[src/rtl/cardctl_i2c_slave.sv]
module cardctl_i2c_slave #(
  parameter logic [3:0] ADDR_UPPER = 4'b0100
) (
  input  logic       clk,
  input  logic       rst_n,
  input  logic       scl_i,
  input  logic       sda_i,
  output logic       sda_oe,
  input  logic [2:0] strap,
  input  logic       card_answer,
  input  logic       card_mute,
  output logic       card_on,
  output logic       warm_req,
  output logic       vsel_3v,
  output logic       clk_halt,
  output logic       clk_halt_hi,
  output logic [1:0] clk_div,
  output logic       io_en
);
  typedef enum logic [2:0] {S_IDLE, S_ADDR, S_AACK, S_WR, S_WACK, S_RD, S_RACK} st_t;

  logic [1:0] scl_sy, sda_sy;
  logic       scl_d, sda_d, scl_s, sda_s;
  logic       scl_rise, scl_fall, start_det, stop_det;
  st_t        st;
  logic [3:0] cnt;
  logic [7:0] sr, tx, ctrl;
  logic       rw, mack, wr_now, idle;

  always_ff @(posedge clk or negedge rst_n)
    if (!rst_n) begin
      scl_sy <= 2'b11;
      sda_sy <= 2'b11;
      scl_d  <= 1'b1;
      sda_d  <= 1'b1;
    end else begin
      scl_sy <= {scl_sy[0], scl_i};
      sda_sy <= {sda_sy[0], sda_i};
      scl_d  <= scl_sy[1];
      sda_d  <= sda_sy[1];
    end

  assign scl_s     = scl_sy[1];
  assign sda_s     = sda_sy[1];
  assign scl_rise  = scl_s & ~scl_d;
  assign scl_fall  = ~scl_s & scl_d;
  assign start_det = scl_s & scl_d & sda_d & ~sda_s;
  assign stop_det  = scl_s & scl_d & ~sda_d & sda_s;
  assign wr_now    = (st == S_WR) && scl_fall && (cnt == 4'd8);
  assign idle      = (st == S_IDLE);

  always_ff @(posedge clk or negedge rst_n)
    if (!rst_n) begin
      st     <= S_IDLE;
      cnt    <= '0;
      sr     <= '0;
      tx     <= '0;
      rw     <= 1'b0;
      mack   <= 1'b0;
      sda_oe <= 1'b0;
    end else if (start_det) begin
      st     <= S_ADDR;
      cnt    <= '0;
      sda_oe <= 1'b0;
    end else if (stop_det) begin
      st     <= S_IDLE;
      sda_oe <= 1'b0;
    end else begin
      case (st)
        S_ADDR, S_WR:
          if (scl_rise) begin
            sr  <= {sr[6:0], sda_s};
            cnt <= cnt + 4'd1;
          end else if (scl_fall && cnt == 4'd8) begin
            if (st == S_WR) begin
              st     <= S_WACK;
              sda_oe <= 1'b1;
            end else if (sr[7:1] == {ADDR_UPPER, strap}) begin
              st     <= S_AACK;
              sda_oe <= 1'b1;
              rw     <= sr[0];
            end else begin
              st <= S_IDLE;
            end
          end
        S_AACK:
          if (scl_fall) begin
            if (rw) begin
              st     <= S_RD;
              tx     <= ctrl;
              sda_oe <= ~ctrl[7];
              cnt    <= 4'd1;
            end else begin
              st     <= S_WR;
              sda_oe <= 1'b0;
              cnt    <= '0;
            end
          end
        S_WACK:
          if (scl_fall) begin
            st     <= S_WR;
            sda_oe <= 1'b0;
            cnt    <= '0;
          end
        S_RD:
          if (scl_fall) begin
            if (cnt == 4'd8) begin
              st     <= S_RACK;
              sda_oe <= 1'b0;
            end else begin
              sda_oe <= ~tx[6];
              tx     <= {tx[6:0], 1'b0};
              cnt    <= cnt + 4'd1;
            end
          end
        S_RACK:
          if (scl_rise) begin
            mack <= ~sda_s;
          end else if (scl_fall) begin
            if (mack) begin
              st     <= S_RD;
              tx     <= ctrl;
              sda_oe <= ~ctrl[7];
              cnt    <= 4'd1;
            end else begin
              st <= S_IDLE;
            end
          end
        default: st <= S_IDLE;
      endcase
    end

  always_ff @(posedge clk or negedge rst_n)
    if (!rst_n)
      ctrl <= 8'h00;
    else if (wr_now)
      ctrl <= sr;
    else if (card_answer || card_mute)
      ctrl[1] <= 1'b0;

  assign card_on     = ctrl[0];
  assign warm_req    = ctrl[1];
  assign vsel_3v     = ctrl[2];
  assign clk_halt    = ctrl[3];
  assign clk_halt_hi = ctrl[4];
  assign clk_div     = ctrl[6:5];
  assign io_en       = ctrl[7];
endmodule


[config.mk]
export PLATFORM = sky130hd
export DESIGN_NAME = cardctl_i2c_slave
export DESIGN_NICKNAME = d
export VERILOG_FILES = /design/src/rtl/cardctl_i2c_slave.sv
export SDC_FILE = /design/constraint.sdc
export NUM_CORES = 1
export LEC_CHECK = 0
export ABC_AREA = 1
export BUFFER_PORTS_ARGS = -buffer_cell sky130_fd_sc_hd__buf_2
export CAP_MARGIN = 10
export CELL_PAD_IN_SITES_DETAIL_PLACEMENT = 0
export CELL_PAD_IN_SITES_GLOBAL_PLACEMENT = 1
export CORE_MARGIN = 8
export CORE_UTILIZATION = 35
export CTS_BUF_LIST = sky130_fd_sc_hd__clkbuf_4
export DETAILED_ROUTE_END_ITERATION = 7
export PLACE_DENSITY = 0.61
export REMOVE_ABC_BUFFERS = 1
export SYNTH_ARGS = -nofsm -noshare
export SYNTH_HDL_FRONTEND = slang
export SYNTH_SLANG_ARGS = --single-unit
[constraint.sdc]
create_clock -name clk -period 1.8 [get_ports clk]
set_clock_uncertainty 0.05 [all_clocks]
set_input_delay 0.18 -clock clk [delete_from_list [all_inputs] [get_ports clk]]
set_output_delay 0.18 -clock clk [all_outputs]
set_load 0.005 [all_outputs]
==> summary.md, run 1 <==
| Metric | Value |
|---|---|
| Net Sw Power | `0.000545 W` |
| Relative slew margins | `0.573` |
| Final #Nets | `291` |
| DR pass1 iterations | `4` |
| CTS tree | `done` |
| Die Y | `92.1 µm` |
| Final period util | `0.921` |
| Leak Pwr | `1.14 nW` |
| Reg2reg end | `tx[2]` |
| Final global-route overflow total | `0` |
| Flop pwr share | `0.525` |
| Area growth syn-to-layout | `15.8%` |
| # fillers | `596` |
| Outcome | `finished, final reports clean` |
| Highest clock rate | `603 MHz` |
| Worst Reg-to-Reg Cells | `7` |
| Pint | `0.00139 W` |
| Async set-or-reset flop fraction in the synthesized netlist | `1.00` |
| Total track usage | `0.112` |
| PD cells | `822 nW/µm²` |
| Synth Register Bits | `39` |
| CP Data Arrival Time | `1890 ps` |
| Max-slew violation count | `0` |
| Reported max-cap violation count | `0` |
| DP HPWL | `3.39 mm` |
| Mapped Area | `2030 µm²` |
| Final worst slack | `142 ps` |
| Clock Power Share | `0.310` |
| Worst skew pair latency | `350 ps` |
| Sw Share | `0.282` |
| I/O pin cnt | `18` |
| Layout cells sized above 1 | `0.214` |
| Hold path depth | `4` |
| Crit path max fanout | `14` |
| Main synth FF type | `dfrtp_1` |
| Dpl cells | `339` |
| Multi-input gate area | `891 µm²` |
| R2r startpoint | `st[1]` |
| Period minus WS final | `1660 ps` |
| Synth area leader | `dfrtp_1` |
| Clk sinks | `39` |
| # port buffers | `17` |
| Total Wirelength | `4.41 mm` |
| Comb power frac | `0.166` |
| Metal2 WL | `1.99 mm` |
| Via/cell ratio | `4.61` |
| CP endpoint kind | `flip-flop` |
| Initial Util | `0.366` |
| Unique masters post-synth | `30` |
| Final Hold Viols | `0` |
| Total number of vias | `1628` |
| Syn_area_per_cell | `8.12 µm²` |
| Dpl ws | `57.2 ps` |
| Starting DRT DRC Count | `119` |
| Biggest cell delay along the critical path | `500 ps` |
| Number of enable flip-flop cells after synthesis | `0` |
| Row count | `27` |
| Wirelength per Cell | `12.5 µm` |
| Largest net degree at the start of global routing | `29` |
| Yosys top cell area share | `0.407` |
| Least-Margin Pin Slew | `641 ps` |
| Final setup fails | `0` |
| Clk slew on worst S/H paths | `130 ps` |
| First-pass GRT wire length | `7.66 mm` |
| Hold Crit Endpoint | `ctrl[1]` |
| CP max-delay cell | `dfrtp_2` |
| Design Area, Final | `2350 µm²` |
| Die width | `92.1 µm` |
| Met1 WL | `2.16 mm` |
| Remaining DRCs | `0` |
| Syn Inst Count | `250` |
| CTS Root Cell | `clkbuf_4` |
| Metal3 WL | `172 µm` |
| Min-Delay Path Class | `in -> reg` |
| Routed Antenna Nets | `0` |
| RSZ-0062 raised after global routing | `true` |
| Synth Warn # | `0` |
| Max clock buf depth | `2` |
| Top cells by area, synth | `dfrtp_1 (41%), nand2_1 (14%), dfstp_2 (7.8%)` |
| Register area | `986 µm²` |
| WHS | `44.9 ps` |
| Crit-path cells | `inv_4 -> nand2_4 -> nor2_4 -> inv_1 -> a21oi_1 -> nand3_4 -> o21ai_0` |
| Initial antenna violation count | `0` |
| Crit Path Category | `reg -> reg` |
| Depth of the CTS H-tree | `2` |
| Hold_sp | `card_answer` |
| Worst reg2reg setup slack | `140 ps` |
| Critical path required time | `2030 ps` |
| Highest routed layer | `met4` |
| Setup crit start kind | `flip-flop` |
| Seq/Total Area, Yosys | `0.485` |
| Peak VDD IR | `0.399 mV` |
| Inserted Clock Buffers | `5` |
| Number of global-route vias before repair | `1561` |
| Die footprint | `8490 µm²` |
| Placed Area | `2200 µm²` |
| Antenna diodes | `0` |
| Final GP Congestion | `0.917` |
| Non-Filler Instances | `353` |
| Core Region | `5540 µm²` |
[worst max-delay path, delay by kind of cell (launching register included)]
kind	cells	cell delay, ps
AND/OR/NAND/NOR	3	430
AO/OA/AOI/OAI	2	440
flip-flops	1	500
buffers and inverters	2	180
[cell usage after synthesis (3+ instances only)]
master   number
a21oi_1       7
buf_6         3
dfrtp_1      33
dfstp_2       6
inv_1        28
mux2i_1       6
nand2_1      75
nand2_2       3
nand3_1      16
nor2_1       23
nor2_4        3
o21ai_0      21
o21ai_2       3
[per-layer routing]
metal / GRT usage / up-vias
li1: - / 862
met1: 0.145 / 734
met2: 0.173 / 25
met3: 0.0302 / 7
met4: 0.0470 / 0
met5: 0 / -
[state kept, by name, indices dropped and copies added (netlist names), 2 cells and up]
signal,flops
ctrl,8
scl_sy,2
cnt,4
tx,7
sr,8
sda_sy,2
st,3
[per-stage QoR]
| stage | TNS (ps) | utilization | power [W] |
|---|---|---|---|
| after detailed placement | 0 | 0.397 | 0.00133 |
| after CTS | 0 | 0.417 | 0.00194 |
| after global placement | 0 | 0.397 | 0.00133 |
| after floorplan | 0 | - | 0.00122 |
| after global routing | -22.3 | 0.424 | 0.00206 |
| final | 0 | 0.424 | 0.00193 |
[worst max path at each step]
| stage | startpoint | endpoint | slack [ps] | depth (start not counted) |
|---|---|---|---|---|
| 2_1_floorplan | st[2] | tx[1] | 130 | 7 |
| 3_3_place_gp | st[2] | rw | 80 | 9 |
| 3_5_place_dp | st[1] | tx[3] | 60 | 7 |
| 4_1_cts | st[1] | tx[2] | 60 | 7 |
| 5_1_grt | cnt[1] | st[2] | -20 | 11 |
| 6_report | st[1] | tx[2] | 140 | 7 |
[timing repair]
| action | in CTS | in global routing |
|---|---|---|
| endpoints found under the setup margin | 0 | 20 |
| gates resized for setup | 0 | 5 |
| setup buffers | 0 | 3 |
| hold endpoints to repair | 26 | 0 |
| hold buffers | 3 | 0 |
[layout make-up]
| type | count | area share |
|---|---|---|
| clock buffers | 5 | 0.0160 |
| well taps | 72 | 0.0383 |
| flip-flops and latches | 39 | 0.420 |
| multi-input cells | 174 | 0.379 |
| repair buffers | 29 | 0.0777 |
| clock inverters | 3 | 0.0186 |
| inverters | 31 | 0.0506 |
[cells in the final DEF, fill, tap and decap left out, types with 2 or more instances in the layout]
master	instances
nor2_4	3
nor3_1	2
o21ai_1	2
nand3_1	16
nand2_1	73
dfstp_2	6
buf_2	17
dlygate4sd3_1	3
dfrtp_1	31
inv_2	2
ha_1	2
mux2i_1	6
a21oi_1	7
o21ai_2	3
inv_1	28
nor2_1	23
o211ai_1	2
o21ai_0	21
nand2_2	5
clkbuf_4	5
dfrtp_2	2
buf_4	9
[cells by family after synthesis]
family	share of synthesized area
fa+ha+maj	0.0123
simple gates	0.280
xor+xnor	0.00863
flops	0.485
compound gates	0.102
mux	0.0296
buf+inv	0.0826
[power by group through the flow]
stage / Sequential, W / Clock [W] / Combinational, W
final: 0.00101 / 0.000598 / 0.000320
after global routing: 0.00102 / 0.000660 / 0.000374
after CTS: 0.00102 / 0.000624 / 0.000296
after detailed placement: 0.00104 / 0 / 0.000288
after global placement: 0.00104 / 0 / 0.000292
after floorplan: 0.00102 / 0 / 0.000198
Note: power is estimated with default switching activity, not from simulation.
==> run 2: changes to the inputs <==
--- a/config.mk
+++ b/config.mk
@@ -15,6 +15,7 @@
 export CTS_BUF_LIST = sky130_fd_sc_hd__clkbuf_4
 export DETAILED_ROUTE_END_ITERATION = 7
 export PLACE_DENSITY = 0.61
+export RECOVER_POWER = 50
 export REMOVE_ABC_BUFFERS = 1
 export SYNTH_ARGS = -nofsm -noshare
 export SYNTH_HDL_FRONTEND = slang
==> summary.md, run 2 (same netlist as run 1, synthesis figures left out) <==
| Metric | Value |
|---|---|
| I/O pin cnt | `18 (unchanged)` |
| Clk sinks | `39 (unchanged)` |
| Final GP Congestion | `0.917 (unchanged)` |
| Area growth syn-to-layout | `15.4% (was 15.8%)` |
| Max-slew violation count | `0 (unchanged)` |
| Min-Delay Path Class | `in -> reg (unchanged)` |
| Relative slew margins | `0.532 (was 0.573)` |
| DP HPWL | `3.39 mm (unchanged)` |
| CTS tree | `done (unchanged)` |
| Least-Margin Pin Slew | `702 ps (was 641 ps)` |
| Final setup fails | `0 (unchanged)` |
| Inserted Clock Buffers | `5 (unchanged)` |
| Via/cell ratio | `4.63 (was 4.61)` |
| GR Util met1 | `0.145 (unchanged)` |
| Antenna diodes | `0 (unchanged)` |
| Depth of the CTS H-tree | `2 (unchanged)` |
| Routed Antenna Nets | `0 (unchanged)` |
| PD cells | `824 nW/µm² (was 822 nW/µm²)` |
| CTS Root Cell | `clkbuf_4 (unchanged)` |
| Layout Utilization | `0.423 (was 0.424)` |
| Wirelength per Cell | `12.5 µm (about the same)` |
| Final Hold Viols | `0 (unchanged)` |
| Die width | `92.1 µm (unchanged)` |
| Clk slew on worst S/H paths | `130 ps (about the same)` |
| Remaining DRCs | `0 (unchanged)` |
| Crit path max fanout | `14 (unchanged)` |
| Starting DRT DRC Count | `147 (was 119)` |
| Busiest layer in global routing | `met2 (unchanged)` |
| Final global-route overflow total | `0 (unchanged)` |
| Period minus WS final | `1670 ps (was 1660 ps)` |
| Setup crit start kind | `flip-flop (unchanged)` |
| Total Wirelength | `4.41 mm (about the same)` |
| Post-layout power | `0.00193 W (about the same)` |
| Largest net degree at the start of global routing | `29 (unchanged)` |
| Final #Nets | `291 (unchanged)` |
| Max clock buf depth | `2 (unchanged)` |
| Outcome | `finished, final reports clean (unchanged)` |
| RSZ-0062 raised after global routing | `true (unchanged)` |
| Highest clock rate | `600 MHz (was 603 MHz)` |
| Layout cells sized above 1 | `0.206 (was 0.214)` |
| Reported max-cap violation count | `0 (unchanged)` |
| Total track usage | `0.112 (unchanged)` |
| DR pass1 iterations | `4 (unchanged)` |
| Initial antenna violation count | `0 (unchanged)` |
| CP Data Arrival Time | `1900 ps (was 1890 ps)` |
| Crit Path Category | `reg -> reg (unchanged)` |
| Largest registers | `ctrl x8, sr x8, tx x7 (unchanged)` |
| CP endpoint kind | `flip-flop (unchanged)` |
| Number of global-route vias before repair | `1561 (unchanged)` |
| Total number of vias | `1633 (was 1628)` |
| Commonest non-fill, non-tap cell in the layout | `nand2_1 (unchanged)` |
| Initial Util | `0.366 (unchanged)` |
| # port buffers | `17 (unchanged)` |
| Worst skew pair latency | `350 ps (about the same)` |
| Peak VDD IR | `0.399 mV (about the same)` |
| Core Region | `5540 µm² (unchanged)` |
| Die footprint | `8490 µm² (unchanged)` |
| First-pass GRT wire length | `7.66 mm (unchanged)` |
| Leak Pwr | `1.14 nW (about the same)` |
| Setup total negative slack | `0 ps (unchanged)` |
| Die Y | `92.1 µm (unchanged)` |
| Met2 Use GR | `0.173 (unchanged)` |
| Grt met3 use | `0.0302 (unchanged)` |
| Critical path required time | `2030 ps (about the same)` |
| Row count | `27 (unchanged)` |
| Final period util | `0.926 (was 0.921)` |
| Most frequent cells in the layout | `nand2_1 (73), dfrtp_1 (31), inv_1 (28) (unchanged)` |
-- run 2: cell types whose count changed in the layout (fill, tap and decap cells not counted), sizes merged --
| cell | change |
|---|---|
| clkbuf | +3 |
| buf | -3 |
-- run 2: stage by stage --
stage          std cells  instance area (µm²)  hold slack (ps)  worst slack (ps)
2_1_floorplan        244                 1980             -166               132
6_report             353                 2340             43.3               133
4_1_cts              350                 2310             33.3              62.0
3_3_place_gp         339                 2200              192              84.2
5_1_grt              353                 2340             73.6             -22.3
3_5_place_dp         339                 2200              188              57.2
-- run 2: worst paths after layout --
path                        startpoint        end  slack, ps  cells after the start
hold reg to reg              sda_sy[0]  sda_sy[1]        310                      0
hold / removal             card_answer    ctrl[1]         40                      4
max in group asynchronous        rst_n      st[2]        480                      3
setup / recovery                 st[1]      tx[2]        130                      7
setup reg to reg                 st[1]      tx[2]        130                      7
min in group asynchronous        rst_n    ctrl[4]        350                      2
-- run 2: worst max-delay path, stage by stage (launching register included) --
cell and delay [ps]:
dfrtp_2 500, inv_4 90, nand2_4 60, nor2_4 160
inv_1 90, a21oi_1 230, nand3_4 210, o21ai_0 210
-- run 2: repair_timing --
action | in CTS | in global routing
endpoints found under the hold margin | 26 | 0
buffers inserted | 0 | 3
hold buffers | 3 | 0
endpoints found under the setup margin | 0 | 20
gates resized for setup | 0 | 5
-- run 2: cell type report --
class                   count  area (µm²)
clock buffers               5        37.5
clock inverters             3        43.8
fillers                   598        3200
inverters                  31         119
multi-input cells         174         891
flip-flops and latches     39         986
well taps                  72        90.1
repair buffers             29         175
-- run 2: report_power, final --
part	leakage (nW)	internal, W	total (W)	switching (W)
clock	0.0452	0.000292	0.000599	0.000306
combinational	0.581	0.000138	0.000317	0.000178
sequential	0.512	0.000955	0.00101	0.0000588
-- run 2: layer usage --
layer,up-vias,routed length [µm]
met2,31,1990
met5,-,0
li1,862,-
met3,7,215
met1,733,2130
met4,0,82
==> run 3: changes to the inputs <==
--- a/config.mk
+++ b/config.mk
@@ -12,7 +12,7 @@
 export CELL_PAD_IN_SITES_GLOBAL_PLACEMENT = 1
 export CORE_MARGIN = 8
 export CORE_UTILIZATION = 35
-export CTS_BUF_LIST = sky130_fd_sc_hd__clkbuf_4
+export CTS_BUF_LIST = sky130_fd_sc_hd__clkbuf_4 sky130_fd_sc_hd__clkbuf_8
 export DETAILED_ROUTE_END_ITERATION = 7
 export PLACE_DENSITY = 0.61
 export RECOVER_POWER = 50
==> summary.md, run 3 (same netlist as run 1, synthesis figures left out) <==
| Metric | Value |
|---|---|
| Outcome | `finished, final reports clean (unchanged)` |
| Die footprint | `8490 µm² (unchanged)` |
| Final Hold Viols | `0 (unchanged)` |
| Initial Util | `0.366 (unchanged)` |
| # fillers | `590 (was 598)` |
| Hold Crit Endpoint | `ctrl[1] (unchanged)` |
| WP buf/inv | `2 (unchanged)` |
| Hold_sp | `card_answer (unchanged)` |
| Crit path max fanout | `14 (unchanged)` |
| Total number of vias | `1610 (was 1633)` |
| I/O pin cnt | `18 (unchanged)` |
| Reported max-cap violation count | `0 (unchanged)` |
| Post-layout power | `0.00207 W (was 0.00193 W)` |
| Routed Antenna Nets | `0 (unchanged)` |
| Total track usage | `0.113 (was 0.112)` |
| Row count | `27 (unchanged)` |
| Crit-path cells | `inv_4 -> nand2_4 -> nor2_4 -> inv_1 -> a21oi_1 -> nand3_4 -> nand2_1 -> o21ai_0 (was inv_4 -> nand2_4 -> nor2_4 -> inv_1 -> a21oi_1 -> nand3_4 -> o21ai_0)` |
| Initial antenna violation count | `0 (unchanged)` |
| Setup total negative slack | `0 ps (unchanged)` |
| Final GP Congestion | `0.917 (unchanged)` |
| Worst Reg-to-Reg Cells | `8 (was 7)` |
| Final setup fails | `0 (unchanged)` |
| Starting DRT DRC Count | `93 (was 147)` |
| Die width | `92.1 µm (unchanged)` |
| Commonest non-fill, non-tap cell in the layout | `nand2_1 (unchanged)` |
| Core Region | `5540 µm² (unchanged)` |
| Least-Margin Pin Slew | `706 ps (was 702 ps)` |
| Dpl cells | `339 (unchanged)` |
| Final period util | `0.927 (was 0.926)` |
| Most frequent cells in the layout | `nand2_1 (71), dfrtp_1 (31), inv_1 (28) (was nand2_1 (73), dfrtp_1 (31), inv_1 (28))` |
| Crit path depth | `8 (was 7)` |
| CP max-delay cell | `dfrtp_2 (unchanged)` |
| Max clock buf depth | `2 (unchanged)` |
| Crit Path Category | `reg -> reg (unchanged)` |
| # port buffers | `17 (unchanged)` |
| Number of global-route vias before repair | `1574 (was 1561)` |
| RSZ-0062 raised after global routing | `false (was true)` |
| Multi-input gate area | `903 µm² (was 891 µm²)` |
| CTS Root Cell | `clkbuf_8 (was clkbuf_4)` |
| Inserted Clock Buffers | `5 (unchanged)` |
| Register area | `986 µm² (unchanged)` |
| CTS tree | `done (unchanged)` |
| CP Data Arrival Time | `1800 ps (was 1900 ps)` |
| Highest clock rate | `599 MHz (was 600 MHz)` |
| Setup crit start kind | `flip-flop (unchanged)` |
| Layout Utilization | `0.429 (was 0.423)` |
| First-pass GRT wire length | `7.71 mm (was 7.66 mm)` |
| Clk sinks | `39 (unchanged)` |
| Critical path required time | `1930 ps (was 2030 ps)` |
| R2r startpoint | `st[1] (unchanged)` |
| Largest net degree at the start of global routing | `29 (unchanged)` |
| DR pass1 iterations | `4 (unchanged)` |
| Area growth syn-to-layout | `17.1% (was 15.4%)` |
| Largest registers | `ctrl x8, sr x8, tx x7 (unchanged)` |
| CP endpoint kind | `flip-flop (unchanged)` |
| Final #Nets | `290 (was 291)` |
| Via/cell ratio | `4.57 (was 4.63)` |
| Reg2reg end | `tx[3] (was tx[2])` |
| Total Wirelength | `4.52 mm (was 4.41 mm)` |
| Die Y | `92.1 µm (unchanged)` |
| Relative slew margins | `0.529 (was 0.532)` |
| Peak VDD IR | `0.368 mV (was 0.399 mV)` |
| Remaining DRCs | `0 (unchanged)` |
| Leak Pwr | `1.13 nW (was 1.14 nW)` |
| Period minus WS final | `1670 ps (about the same)` |
| Biggest cell delay along the critical path | `490 ps (was 500 ps)` |
| Delay-heaviest family, CP | `simple AND/OR/NAND/NOR gates (was flip-flops)` |
| Depth of the CTS H-tree | `2 (unchanged)` |
| Antenna diodes | `0 (unchanged)` |
| Hold path depth | `4 (unchanged)` |
| Worst skew pair latency | `290 ps (was 350 ps)` |
| Worst reg2reg setup slack | `130 ps (about the same)` |
| Non-Filler Instances | `352 (was 353)` |
| Wirelength per Cell | `12.8 µm (was 12.5 µm)` |
| Final global-route overflow total | `0 (unchanged)` |
| Max-slew violation count | `0 (unchanged)` |
| Clk slew on worst S/H paths | `80 ps (was 130 ps)` |
| DP HPWL | `3.39 mm (unchanged)` |
| PD cells | `871 nW/µm² (was 824 nW/µm²)` |
| Layout cells sized above 1 | `0.207 (was 0.206)` |
| Min-Delay Path Class | `in -> reg (unchanged)` |
-- run 3: worst max-delay path by stage --
stage,startpoint,endpoint,slack [ps]
final,st[1],tx[3],130
after CTS,st[1],tx[2],60
after floorplan,st[2],tx[1],130
after global routing,scl_sy[1],cnt[1],4
after global placement,st[2],rw,80
after detailed placement,st[1],tx[3],60
-- run 3: worst min-delay path, stage by stage --
cell and delay, ps:
buf_2 70, nor2_1 30, nand3_1 60, o21ai_0 70
-- run 3: final cells by class --
type | count | area share
Clock buffer | 5 | 0.0289
Clock inverter | 3 | 0.0184
Inverter | 31 | 0.0500
Multi-Input combinational cell | 174 | 0.380
Sequential cell | 39 | 0.415
Tap cell | 72 | 0.0379
Timing Repair Buffer | 28 | 0.0700
-- run 3: report_power, final --
part	internal (W)	total [W]	switching [W]	leakage [nW]
clock	0.000413	0.000734	0.000321	0.0581
sequential	0.000955	0.00101	0.0000591	0.512
combinational	0.000140	0.000322	0.000182	0.562
total	0.00151	0.00207	0.000562	1.13
-- run 3: timing repair --
item | CTS | global route
endpoints found under the hold margin | 26 | 0
resized for setup | 0 | 9
setup endpoints to repair | 0 | 20
setup buffers | 0 | 2
hold buffers | 3 | 0
-- run 3: layer usage --
layer / wire length [µm] / vias to the layer above / track usage
met2: 2020 / 21 / 0.176
met4: 76 / 0 / 0.0430
met1: 2260 / 724 / 0.145
met5: 0 / - / 0
met3: 162 / 7 / 0.0326
li1: - / 858 / -
-- run 3: metrics by stage --
step / setup slack, ps / area [µm²] / hold slack (ps)
after floorplan: 132 / 1980 / -166
after global placement: 84.2 / 2200 / 192
after detailed placement: 57.2 / 2200 / 188
after CTS: 62.5 / 2340 / 112
after global routing: 4.32 / 2380 / 153
final: 131 / 2380 / 112
